$ cat config.mk
export PLATFORM = sky130hd
export DESIGN_NAME = ddr_rd_path
export DESIGN_NICKNAME = d
export VERILOG_FILES = /design/src/rtl/ddr_rd_pkg.sv /design/src/rtl/rd_burst_seq.sv /design/src/rtl/rd_beat_pipe.sv /design/src/rtl/rd_word_fetch.sv /design/src/rtl/ddr_rd_path.sv
export SDC_FILE = /design/constraint.sdc
export NUM_CORES = 1
export LEC_CHECK = 0
export BUFFER_PORTS_ARGS = -buffer_cell sky130_fd_sc_hd__buf_2
export CAP_MARGIN = 5
export CORE_MARGIN = 4
export CORE_UTILIZATION = 50
export CTS_BUF_LIST = sky130_fd_sc_hd__clkbuf_8 sky130_fd_sc_hd__clkbuf_16
export DETAILED_ROUTE_END_ITERATION = 6
export HOLD_SLACK_MARGIN = 0.06
export PLACE_DENSITY = 0.88
export SYNTH_ARGS = -nofsm -noshare
export SYNTH_HDL_FRONTEND = slang
export SYNTH_SLANG_ARGS = --single-unit
$ cat constraint.sdc
create_clock -name clk -period 3.75 [get_ports clk]
set_input_delay 0.5625 -clock clk [delete_from_list [all_inputs] [get_ports clk]]
set_output_delay 0.5625 -clock clk [all_outputs]
set_load 0.005 [all_outputs]
$ cat src/rtl/ddr_rd_pkg.sv
package ddr_rd_pkg;

    parameter int DATA_W = 32;
    parameter int BANK_W = 2;
    parameter int COL_W  = 10;

    typedef enum logic [1:0] {
        RCMD_NOP   = 2'd0,
        RCMD_READ  = 2'd1,
        RCMD_STOP  = 2'd2,
        RCMD_CLOSE = 2'd3
    } rcmd_e;

    // One clock's worth of read work: two column addresses in one bank
    typedef struct packed {
        logic              vld;
        logic [BANK_W-1:0] bank;
        logic [COL_W-1:0]  col_a;
        logic [COL_W-1:0]  col_b;
    } beat_t;

    // Computed array model: each location returns its own address
    function automatic logic [DATA_W-1:0] cell_value(
        input logic [BANK_W-1:0] bank,
        input logic [COL_W-1:0]  col
    );
        return {bank, {(DATA_W-BANK_W-COL_W){1'b0}}, col};
    endfunction

endpackage

$ cat src/rtl/rd_burst_seq.sv
module rd_burst_seq
    import ddr_rd_pkg::*;
#(
    parameter int BURST_LEN = 8
) (
    input  logic              clk,
    input  logic              rst,
    input  rcmd_e             cmd,
    input  logic [BANK_W-1:0] bank,
    input  logic [COL_W-1:0]  col,
    input  logic              flag,
    output beat_t             beat
);
    localparam int LB    = $clog2(BURST_LEN);
    localparam int BEATS = BURST_LEN / 2;
    localparam int CW    = $clog2(BEATS + 1);

    logic              act;
    logic              apre;
    logic [BANK_W-1:0] bk;
    logic [COL_W-1:LB] col_hi;
    logic [LB-1:0]     ofs;
    logic [CW-1:0]     left;
    logic              cut;

    // Stop honours auto-precharge; close honours bank or all-banks
    assign cut = ((cmd == RCMD_STOP) && !apre) ||
                 ((cmd == RCMD_CLOSE) && (flag || (bank == bk)));

    always_comb begin
        beat.vld   = act;
        beat.bank  = bk;
        beat.col_a = {col_hi, ofs};
        beat.col_b = {col_hi, LB'(ofs + 1'b1)};
    end

    always_ff @(posedge clk) begin
        if (rst) begin
            act    <= 1'b0;
            apre   <= 1'b0;
            bk     <= '0;
            col_hi <= '0;
            ofs    <= '0;
            left   <= '0;
        end else if (cmd == RCMD_READ) begin
            act    <= 1'b1;
            apre   <= flag;
            bk     <= bank;
            col_hi <= col[COL_W-1:LB];
            ofs    <= col[LB-1:0];
            left   <= CW'(BEATS);
        end else if (act && cut) begin
            act <= 1'b0;
        end else if (act) begin
            ofs  <= LB'(ofs + 2'd2);
            left <= left - CW'(1);
            if (left == CW'(1)) act <= 1'b0;
        end
    end

endmodule

$ cat src/rtl/rd_beat_pipe.sv
module rd_beat_pipe
    import ddr_rd_pkg::*;
#(
    parameter int DEPTH = 3
) (
    input  logic  clk,
    input  logic  rst,
    input  beat_t in_beat,
    output beat_t out_beat,
    output logic  next_vld
);
    beat_t stg [DEPTH];

    generate
        for (genvar i = 0; i < DEPTH; i++) begin : g_stage
            always_ff @(posedge clk) begin
                if (rst)         stg[i] <= '0;
                else if (i == 0) stg[i] <= in_beat;
                else             stg[i] <= stg[(i == 0) ? 0 : i-1];
            end
        end
        if (DEPTH >= 2) begin : g_pre_stage
            assign next_vld = stg[DEPTH-2].vld;
        end else begin : g_pre_in
            assign next_vld = in_beat.vld;
        end
    endgenerate

    assign out_beat = stg[DEPTH-1];

endmodule

$ cat src/rtl/rd_word_fetch.sv
module rd_word_fetch
    import ddr_rd_pkg::*;
(
    input  beat_t             beat,
    output logic [DATA_W-1:0] word_a,
    output logic [DATA_W-1:0] word_b
);
    always_comb begin
        word_a = '0;
        word_b = '0;
        if (beat.vld) begin
            word_a = cell_value(beat.bank, beat.col_a);
            word_b = cell_value(beat.bank, beat.col_b);
        end
    end
endmodule

$ cat src/rtl/ddr_rd_path.sv
module ddr_rd_path
    import ddr_rd_pkg::*;
#(
    parameter int BURST_LEN = 8,
    parameter int CAS_LAT   = 3
) (
    input  logic              clk,
    input  logic              rst,
    input  logic [1:0]        cmd,
    input  logic [BANK_W-1:0] cmd_bank,
    input  logic [COL_W-1:0]  cmd_col,
    input  logic              cmd_flag,
    output logic [DATA_W-1:0] dq_word0,
    output logic [DATA_W-1:0] dq_word1,
    output logic              dq_strobe_en,
    output logic              dq_drive_en
);
    beat_t fetch_beat;
    beat_t bus_beat;
    logic  pre_vld;

    rd_burst_seq #(.BURST_LEN(BURST_LEN)) seq_i (
        .clk  (clk),
        .rst  (rst),
        .cmd  (rcmd_e'(cmd)),
        .bank (cmd_bank),
        .col  (cmd_col),
        .flag (cmd_flag),
        .beat (fetch_beat)
    );

    rd_beat_pipe #(.DEPTH(CAS_LAT)) pipe_i (
        .clk      (clk),
        .rst      (rst),
        .in_beat  (fetch_beat),
        .out_beat (bus_beat),
        .next_vld (pre_vld)
    );

    rd_word_fetch fetch_i (
        .beat   (bus_beat),
        .word_a (dq_word0),
        .word_b (dq_word1)
    );

    assign dq_strobe_en = bus_beat.vld;
    assign dq_drive_en  = bus_beat.vld | pre_vld;

endmodule

==> results of run 1 <==
[cells by family (layout without fill, tap and decap cells)]
family                     count (synthesis)  count (layout)  synth area share
AOI/OAI and AO/OA                         24              24            0.0631
xor gates and xnor gates                   3               3            0.0103
adders and majority gates                  3               3            0.0147
buffers and inverters                     66              61             0.174
DFF                                       65              65             0.509
other                                      1              40           0.00147
and+or+nand+nor                          103             103             0.228
[power by group through the flow]
stage	logic (mW)	registers [mW]	clock network, mW
final	0.0756	0.726	0.591
after global routing	0.0871	0.730	0.646
after CTS	0.0753	0.727	0.610
after detailed placement	0.0752	0.742	0
after global placement	0.0728	0.740	0
after floorplan	0.0914	0.738	0
[worst max-delay path, delay by kind of cell]
family	cells	cell delay, ps
and+or+nand+nor	1	140
AOI/OAI and AO/OA	3	1260
buffers and inverters	1	120
[final timing paths]
check                 endpoint         startpoint  slack (ps)  cells after the start
min reg2reg  pipe_i.stg[2][18]  pipe_i.stg[1][18]         430                      1
max reg2reg      seq_i.left[2]         seq_i.apre        1920                      4
min          pipe_i.stg[2][18]  pipe_i.stg[1][18]         430                      1
max              seq_i.left[2]             cmd[0]        1830                      5
[flip-flops by register name, indices dropped and copies added (netlist names)]
signal and count:
seq_i.left 3, seq_i.apre 1, seq_i.act 1, seq_i.col_hi 7
seq_i.bk 2, pipe_i.stg 48, seq_i.ofs 3
[per-stage QoR]
stage	util	cells	hold slack [ps]	area, um2
floorplan	-	304	414	2700
global placement	0.529	350	419	2560
detailed placement	0.529	350	420	2560
CTS	0.572	366	434	2770
global route	0.572	366	451	2770
finish	0.572	366	431	2770
[synthesized netlist by cell type (all sizes together), types with 2 or more instances]
cell / number
dfxtp: 65
buf: 57
nor2b: 47
nand2: 24
and2: 15
a21oi: 13
clkbuf: 6
nor2: 4
nor3: 4
ha: 3
inv: 3
nand2b: 3
xnor2: 3
a211oi: 2
nor4: 2
o21a: 2
o21ai: 2
[per-layer routing]
layer	share of wire	wire length, um	track usage
met4	0.014	49	0.0825
met5	0	0	0
met3	0.10	355	0.0530
met2	0.45	1580	0.196
met1	0.43	1520	0.123
[area by class of cell]
cell class	instances	share of cell area
Tap cell	67	0.0302
Multi-Input combinational cell	173	0.345
Sequential cell	65	0.470
Inverter	3	0.00406
Clock buffer	12	0.0596
Clock inverter	4	0.0153
Timing Repair Buffer	42	0.0758
==> impl_metrics.ini, run 1 <==
[min_path]
hp-class = flip-flop to flip-flop

[synth]
synth_cell_type_count = 33
synth_area_mm2 = 0.00256
ys_seq_elements = 65
synth_top_cell_by_area = dfxtp_1
synth_seq_area_share = 0.509
synth.area.top_cells = dfxtp_1 51%, buf_4 14%, nor2b_1 11%
synthCells = 265
async_reset_ff_frac = 0
yosysTopAreaCellShare = 0.509
yosys_warnings = 0
synthFlopType = dfxtp_1
syn_area_per_cell_um2 = 9.65
synth_edf_count = 0

[cells_and_area]
final-seq-area_mm2 = 0.00130
fillerInstances = 433
antenna_cells = 0
drive_above_1_share = 0.207
final_nets = 314
syn_to_final_growth_pct = 8.42
multi_input_area_um2 = 957
layout_common_cells = 65 x dfxtp_1, 46 x nor2b_1, 42 x buf_2, 40 x conb_1, 24 x nand2_1
final_common_cell = dfxtp_1

[worst_setup_path]
cp-end-kind = flip-flop
cp_cell_sequence = buf_2 > nand2b_1 > a21boi_0 > o2111a_1 > a211oi_2
cp_slowest_cell = a21boi_0
crit_arrival_ps = 2080
max_stage_delay_ps = 920
startpoint_type = primary input
cp_max_fo = 11
crit_required_ps = 3920
critPathKind = primary input to flip-flop

[power]
seqPwrFrac = 0.521
vdd_drop_max_uv = 274
power.leakage_nw = 1.27
pwr-share-clk = 0.424
switching_share = 0.209
p_per_area_mw_per_mm2 = 503
finalPower_mw = 1.39
power_frac_comb = 0.054
switchingPower_mw = 0.291
intPower_mw = 1.10

[clock_network]
cts_sinks = 65
clk-insertion-delay-late_ps = 320
postCtsHoldBufs = 0
cts_root_buf = clkbuf_8
post_cts.repair.setup_buffers = 0
cts_tree = built
numCtsBuffers = 9
cts_resized = 0
cts_buffer_depth = 2
path_clk_slew_ps = 70
cts.htree.levels = 3

[die]
num_rows = 25
die_width_um = 79.5
pin_count = 83
die_h_um = 79.5
die_area_mm2 = 0.00632
start_util = 0.527
coreArea_mm2 = 0.00485

[run_status]
status = completed

[sta]
fmax_mhz = 522
tightest_slew_ps = 1190
finalCritPeriodShare = 0.511
maxSlewHeadroom = 0.202
slew_viol_final = 0
setup_ws_ps = 1830
grt_setup_unrepaired = no
setup-violations-final = 0
layout_min_cycle_time_ps = 1920
setup-tns-final_ps = 0
hold_viol = 0
finClkSkew_ps = 4.65

[global_routing]
overflow = 0
antenna_found_initial = 0
grtUsageTotal = 0.120
grt_max_degree = 66
grt_pass1_wl_mm = 5.69
grt_pass1_vias = 1347

[drt]
post_drt_wl_per_cell_um = 9.58
dr.pass1.iters = 4
viasPerCell = 4.12
ant_nets = 0
drt_iter0_markers = 78
finalWirelength_mm = 3.51
vias = 1509
route.detailed.drc = 0

[placed_design]
finalWeightedCongestion = 0.678
io_buffers = 42
pre_cts_slack_ps = 1490
hpwl_mm = 2.44

[job]
cap_violations = 0
No activity file was read; power rests on OpenSTA's default activity.
==> run 2, diff against run 1 <==
--- a/config.mk
+++ b/config.mk
@@ -5,6 +5,7 @@
 export SDC_FILE = /design/constraint.sdc
 export NUM_CORES = 1
 export LEC_CHECK = 0
+export ABC_AREA = 1
 export BUFFER_PORTS_ARGS = -buffer_cell sky130_fd_sc_hd__buf_2
 export CAP_MARGIN = 5
 export CORE_MARGIN = 4
==> constraint.sdc (replaced) <==
create_clock -name clk -period 1.95 [get_ports clk]
set_input_delay 0.2925 -clock clk [delete_from_list [all_inputs] [get_ports clk]]
set_output_delay 0.2925 -clock clk [all_outputs]
set_load 0.005 [all_outputs]
==> impl_metrics.ini, run 2 <==
[global_routing]
overflow = 0
grt_pass1_wl_mm = 5.73
grtUsageTotal = 0.117
grt_pass1_vias = 1414
grt_max_degree = 51
antenna_found_initial = 0

[cells_and_area]
regMostFlops = pipe_i.stg
largest_register_ffs = 48
finalCoreUtilization = 0.562
fillerInstances = 486
layout_common_cells = 70 x inv_1, 65 x dfxtp_1, 53 x nor2_1, 42 x buf_2, 40 x conb_1
final_nets = 384
syn_to_final_growth_pct = 9.44
reg.largest.list = pipe_i.stg (48), seq_i.col_hi (7)
antenna_cells = 0
drive_above_1_share = 0.192
final_common_cell = inv_1

[power]
vdd_drop_max_uv = 688
pwr-share-clk = 0.424
intPower_mw = 2.16
switchingPower_mw = 0.609
seqPwrFrac = 0.510
power.leakage_nw = 1.49
p_per_area_mw_per_mm2 = 963
power_frac_comb = 0.065
switching_share = 0.220

[drt]
finalWirelength_mm = 3.50
viasPerCell = 3.91
dr.pass1.iters = 4
ant_nets = 0
route.detailed.drc = 0
post_drt_wl_per_cell_um = 7.97
drt_iter0_markers = 65
vias = 1718

[die]
die_area_mm2 = 0.00647
coreArea_mm2 = 0.00511
die_h_um = 80.4
num_rows = 26
die_width_um = 80.4
start_util = 0.514
pin_count = 83

[clock_network]
cts_root_buf = clkbuf_8
cts_sinks = 65
clk-insertion-delay-late_ps = 330
cts.htree.levels = 3
cts_tree = built
cts_buffer_depth = 2
cts_resized = 0
numCtsBuffers = 9
postCtsHoldBufs = 0
path_clk_slew_ps = 70
post_cts.repair.setup_buffers = 0

[synth]
synth_edf_count = 0
yosys_warnings = 0
yosys-top-cells-count = 68 x inv_1, 65 x dfxtp_1, 53 x nor2_1
synthCells = 330
synth_cell_type_count = 24
synth_area_mm2 = 0.00262
yosysTopAreaCellShare = 0.496
syn_area_per_cell_um2 = 7.95
async_reset_ff_frac = 0
synth.area.top_cells = dfxtp_1 50%, buf_4 14%, inv_1 9.7%
ys_seq_elements = 65
yosysMostFrequentCell = inv_1
synthFlopType = dfxtp_1
synth_seq_area_share = 0.496
synth_top_cell_by_area = dfxtp_1

[worst_setup_path]
cp_max_fo = 17
cp_slowest_cell = dfxtp_1
cp-end-kind = primary output
critPathKind = flip-flop to primary output
crit_arrival_ps = 1260
cp_cell_sequence = or2_2 > buf_2
crit_required_ps = 1660
max_stage_delay_ps = 460
startpoint_type = flip-flop

[sta]
grt_setup_unrepaired = no
setup-tns-final_ps = 0
finalCritPeriodShare = 0.799
finClkSkew_ps = 8.66
fmax_mhz = 642
layout_min_cycle_time_ps = 1560
setup-violations-final = 0
hold_viol = 0
slew_viol_final = 0

[run_status]
status = completed

[min_path]
hp-class = primary input to flip-flop

[placed_design]
hpwl_mm = 2.63
finalWeightedCongestion = 0.837
io_buffers = 42

[job]
cap_violations = 0
==> run 2: cells by family after synthesis <==
family,count (synthesis),synth area share
buf+inv,130,0.260
simple gates,100,0.158
flops,65,0.496
compound gates,29,0.0634
fa+ha+maj,3,0.0143
xor+xnor,2,0.00668
other cells,1,0.00143
==> run 2: path summary, 6_finish.rpt <==
path / slack [ps] / from / endpoint / cells past startpoint
hold reg to reg: 390 / pipe_i.stg[0][18] / pipe_i.stg[1][18] / 2
setup reg to reg: 860 / seq_i.bk[1] / seq_i.ofs[1] / 9
setup / recovery: 390 / pipe_i.stg[2][22] / dq_drive_en / 2
hold / removal: 250 / cmd[1] / seq_i.apre / 3
==> run 2: cell type report <==
class | instances | area (um2) | area share
inverters | 71 | 267 | 0.0928
repair buffers | 43 | 218 | 0.0758
clock buffers | 9 | 124 | 0.0431
flip-flops and latches | 65 | 1300 | 0.453
well taps | 70 | 87.6 | 0.0305
multi-input cells | 174 | 787 | 0.274
clock inverters | 7 | 87.6 | 0.0305
==> run 2: metal layers <==
metal / share of wire / global-route usage / wire, um / vias to the layer above
met4: 0.012 / 0.0557 / 41 / 0
met5: 0 / 0 / 0 / -
li1: - / - / - / 934
met2: 0.45 / 0.198 / 1580 / 76
met1: 0.42 / 0.121 / 1460 / 705
met3: 0.12 / 0.0538 / 419 / 3
==> run 2: power by group through the flow <==
stage          sequential [mW]  combinational, mW  clock [mW]
6_report                  1.41              0.181        1.17
3_5_place_dp              1.44              0.180           0
5_1_grt                   1.42              0.214        1.27
3_3_place_gp              1.44              0.171           0
2_1_floorplan             1.43              0.201           0
4_1_cts                   1.41              0.180        1.21
==> run 2: critical path, delay by kind of cell (launching register included) <==
family	cells	cell delay, ps
DFF	1	460
and+or+nand+nor	1	350
buffers and inverters	1	130
==> run 2: through the flow <==
| stage | hold WS (ps) | worst slack, ps | std cells | cell area (um2) | total power, mW |
|---|---|---|---|---|---|
| 2_1_floorplan | 388 | 806 | 369 | 2770 | 1.64 |
| 3_3_place_gp | 392 | 676 | 423 | 2660 | 1.61 |
| 3_5_place_dp | 392 | 598 | 423 | 2660 | 1.62 |
| 4_1_cts | 227 | 348 | 439 | 2870 | 2.80 |
| 5_1_grt | 249 | 262 | 439 | 2870 | 2.90 |
| 6_report | 245 | 393 | 439 | 2870 | 2.76 |
==> run 3, diff against run 2 <==
==> constraint.sdc (replaced) <==
create_clock -name clk -period 1.5 [get_ports clk]
set_input_delay 0.225 -clock clk [delete_from_list [all_inputs] [get_ports clk]]
set_output_delay 0.225 -clock clk [all_outputs]
set_load 0.005 [all_outputs]
==> impl_metrics.ini, run 3 (synthesis gave the netlist of run 2 again) <==
[worst_setup_path]
r2r_end = seq_i.ofs[1]
startpoint_type = flip-flop
cp-end-kind = primary output
critPathKind = flip-flop to primary output
rr_worst_depth = 9
crit_required_ps = 1270
cp_max_fo = 17
crit_arrival_ps = 1160
reg2reg_from = seq_i.bk[1]
rrSetupSlack_ps = 380

[placed_design]
placed_area_mm2 = 0.00268
finalWeightedCongestion = 0.733
pre_cts_slack_ps = 332
dp.cells = 425
io_buffers = 42
hpwl_mm = 2.64

[min_path]
hp-class = primary input to flip-flop
whs_endpoint = seq_i.apre
whs_path_depth = 3
hold_path.startpoint = cmd[1]

[drt]
post_drt_wl_per_cell_um = 8.34
finalWirelength_mm = 3.68
drt_iter0_markers = 84
vias = 1740
viasPerCell = 3.95
route.detailed.drc = 0
ant_nets = 0
dr.pass1.iters = 5

[cells_and_area]
antenna_cells = 0
largest_register_ffs = 48
syn_to_final_growth_pct = 9.20
regMostFlops = pipe_i.stg
layout_common_cells = 71 x inv_1, 64 x dfxtp_1, 53 x nor2_1, 42 x buf_2, 40 x conb_1
final_nets = 386
final_area_mm2 = 0.00287
final_common_cell = inv_1
reg.largest.list = pipe_i.stg (48), seq_i.col_hi (7)
instances_no_fill = 441
drive_above_1_share = 0.197

[die]
die_width_um = 80.4
die_area_mm2 = 0.00647
coreArea_mm2 = 0.00511
pin_count = 83
die_h_um = 80.4
num_rows = 26
start_util = 0.514

[sta]
slew_viol_final = 0
setup-tns-final_ps = 0
hold_viol = 0
fmax_mhz = 722
layout_min_cycle_time_ps = 1390
setup_ws_ps = 114
finalCritPeriodShare = 0.924
finClkSkew_ps = 7.05
setup-violations-final = 0
hold_slack_ps = 182
grt_setup_unrepaired = no

[clock_network]
post_cts.repair.setup_buffers = 0
numCtsBuffers = 9
clk-insertion-delay-late_ps = 320
postCtsHoldBufs = 0
cts.htree.levels = 3
path_clk_slew_ps = 60
cts_tree = built
cts_sinks = 65
cts_buffer_depth = 2
cts_root_buf = clkbuf_8

[global_routing]
antenna_found_initial = 0
grt_pass1_wl_mm = 6.03
overflow = 0
grtUsageTotal = 0.122
grt_pass1_vias = 1476
grt_max_degree = 30

[run_status]
status = completed

[power]
vdd_drop_max_uv = 863
p_per_area_mw_per_mm2 = 1200
power.leakage_nw = 1.50

[job]
cap_violations = 0
## run 3: worst max path at each step
stage	startpoint	endpoint	slack, ps
after floorplan	pipe_i.stg[2][22]	dq_word1[30]	420
after global placement	pipe_i.stg[2][22]	dq_drive_en	350
after detailed placement	pipe_i.stg[2][22]	dq_drive_en	330
after CTS	pipe_i.stg[2][22]	dq_drive_en	80
after global routing	pipe_i.stg[2][22]	dq_drive_en	50
final	pipe_i.stg[2][22]	dq_drive_en	110
## run 3: timing repair
action,4_1_cts,5_1_grt
setup endpoints to repair,20,0
endpoints found under the hold margin,0,0
gates resized for setup,1,0
## run 3: per-layer routing
layer	GRT usage	vias to the layer above	wire [um]
met4	0.0693	0	81
met1	0.142	713	1660
met3	0.0527	7	426
met2	0.187	80	1510
li1	-	940	-
met5	0	-	0
## run 3: cell type report
class,count,area (um2)
fillers,474,2240
flip-flops and latches,65,1300
multi-input cells,174,787
inverters,71,267
repair buffers,45,233
clock buffers,10,138
well taps,70,87.6
clock inverters,6,51.3
## run 3: metrics by stage
step / util / total power, mW
finish: 0.561 / 3.45
global route: 0.561 / 3.63
CTS: 0.561 / 3.49
detailed placement: 0.524 / 2.11
global placement: 0.524 / 2.09
floorplan: - / 2.13
## run 3: worst max-delay path, cell delays in order, from the launching register on
cell and delay [ps]:
dfxtp_2 400, or2_2 310, buf_2 130
## run 3: power breakdown
part / total, mW / leakage [nW] / switching, mW / internal (mW)
Sequential: 1.83 / 0.531 / 0.0336 / 1.80
Clock: 1.38 / 0.110 / 0.589 / 0.789
Combinational: 0.240 / 0.862 / 0.154 / 0.0855
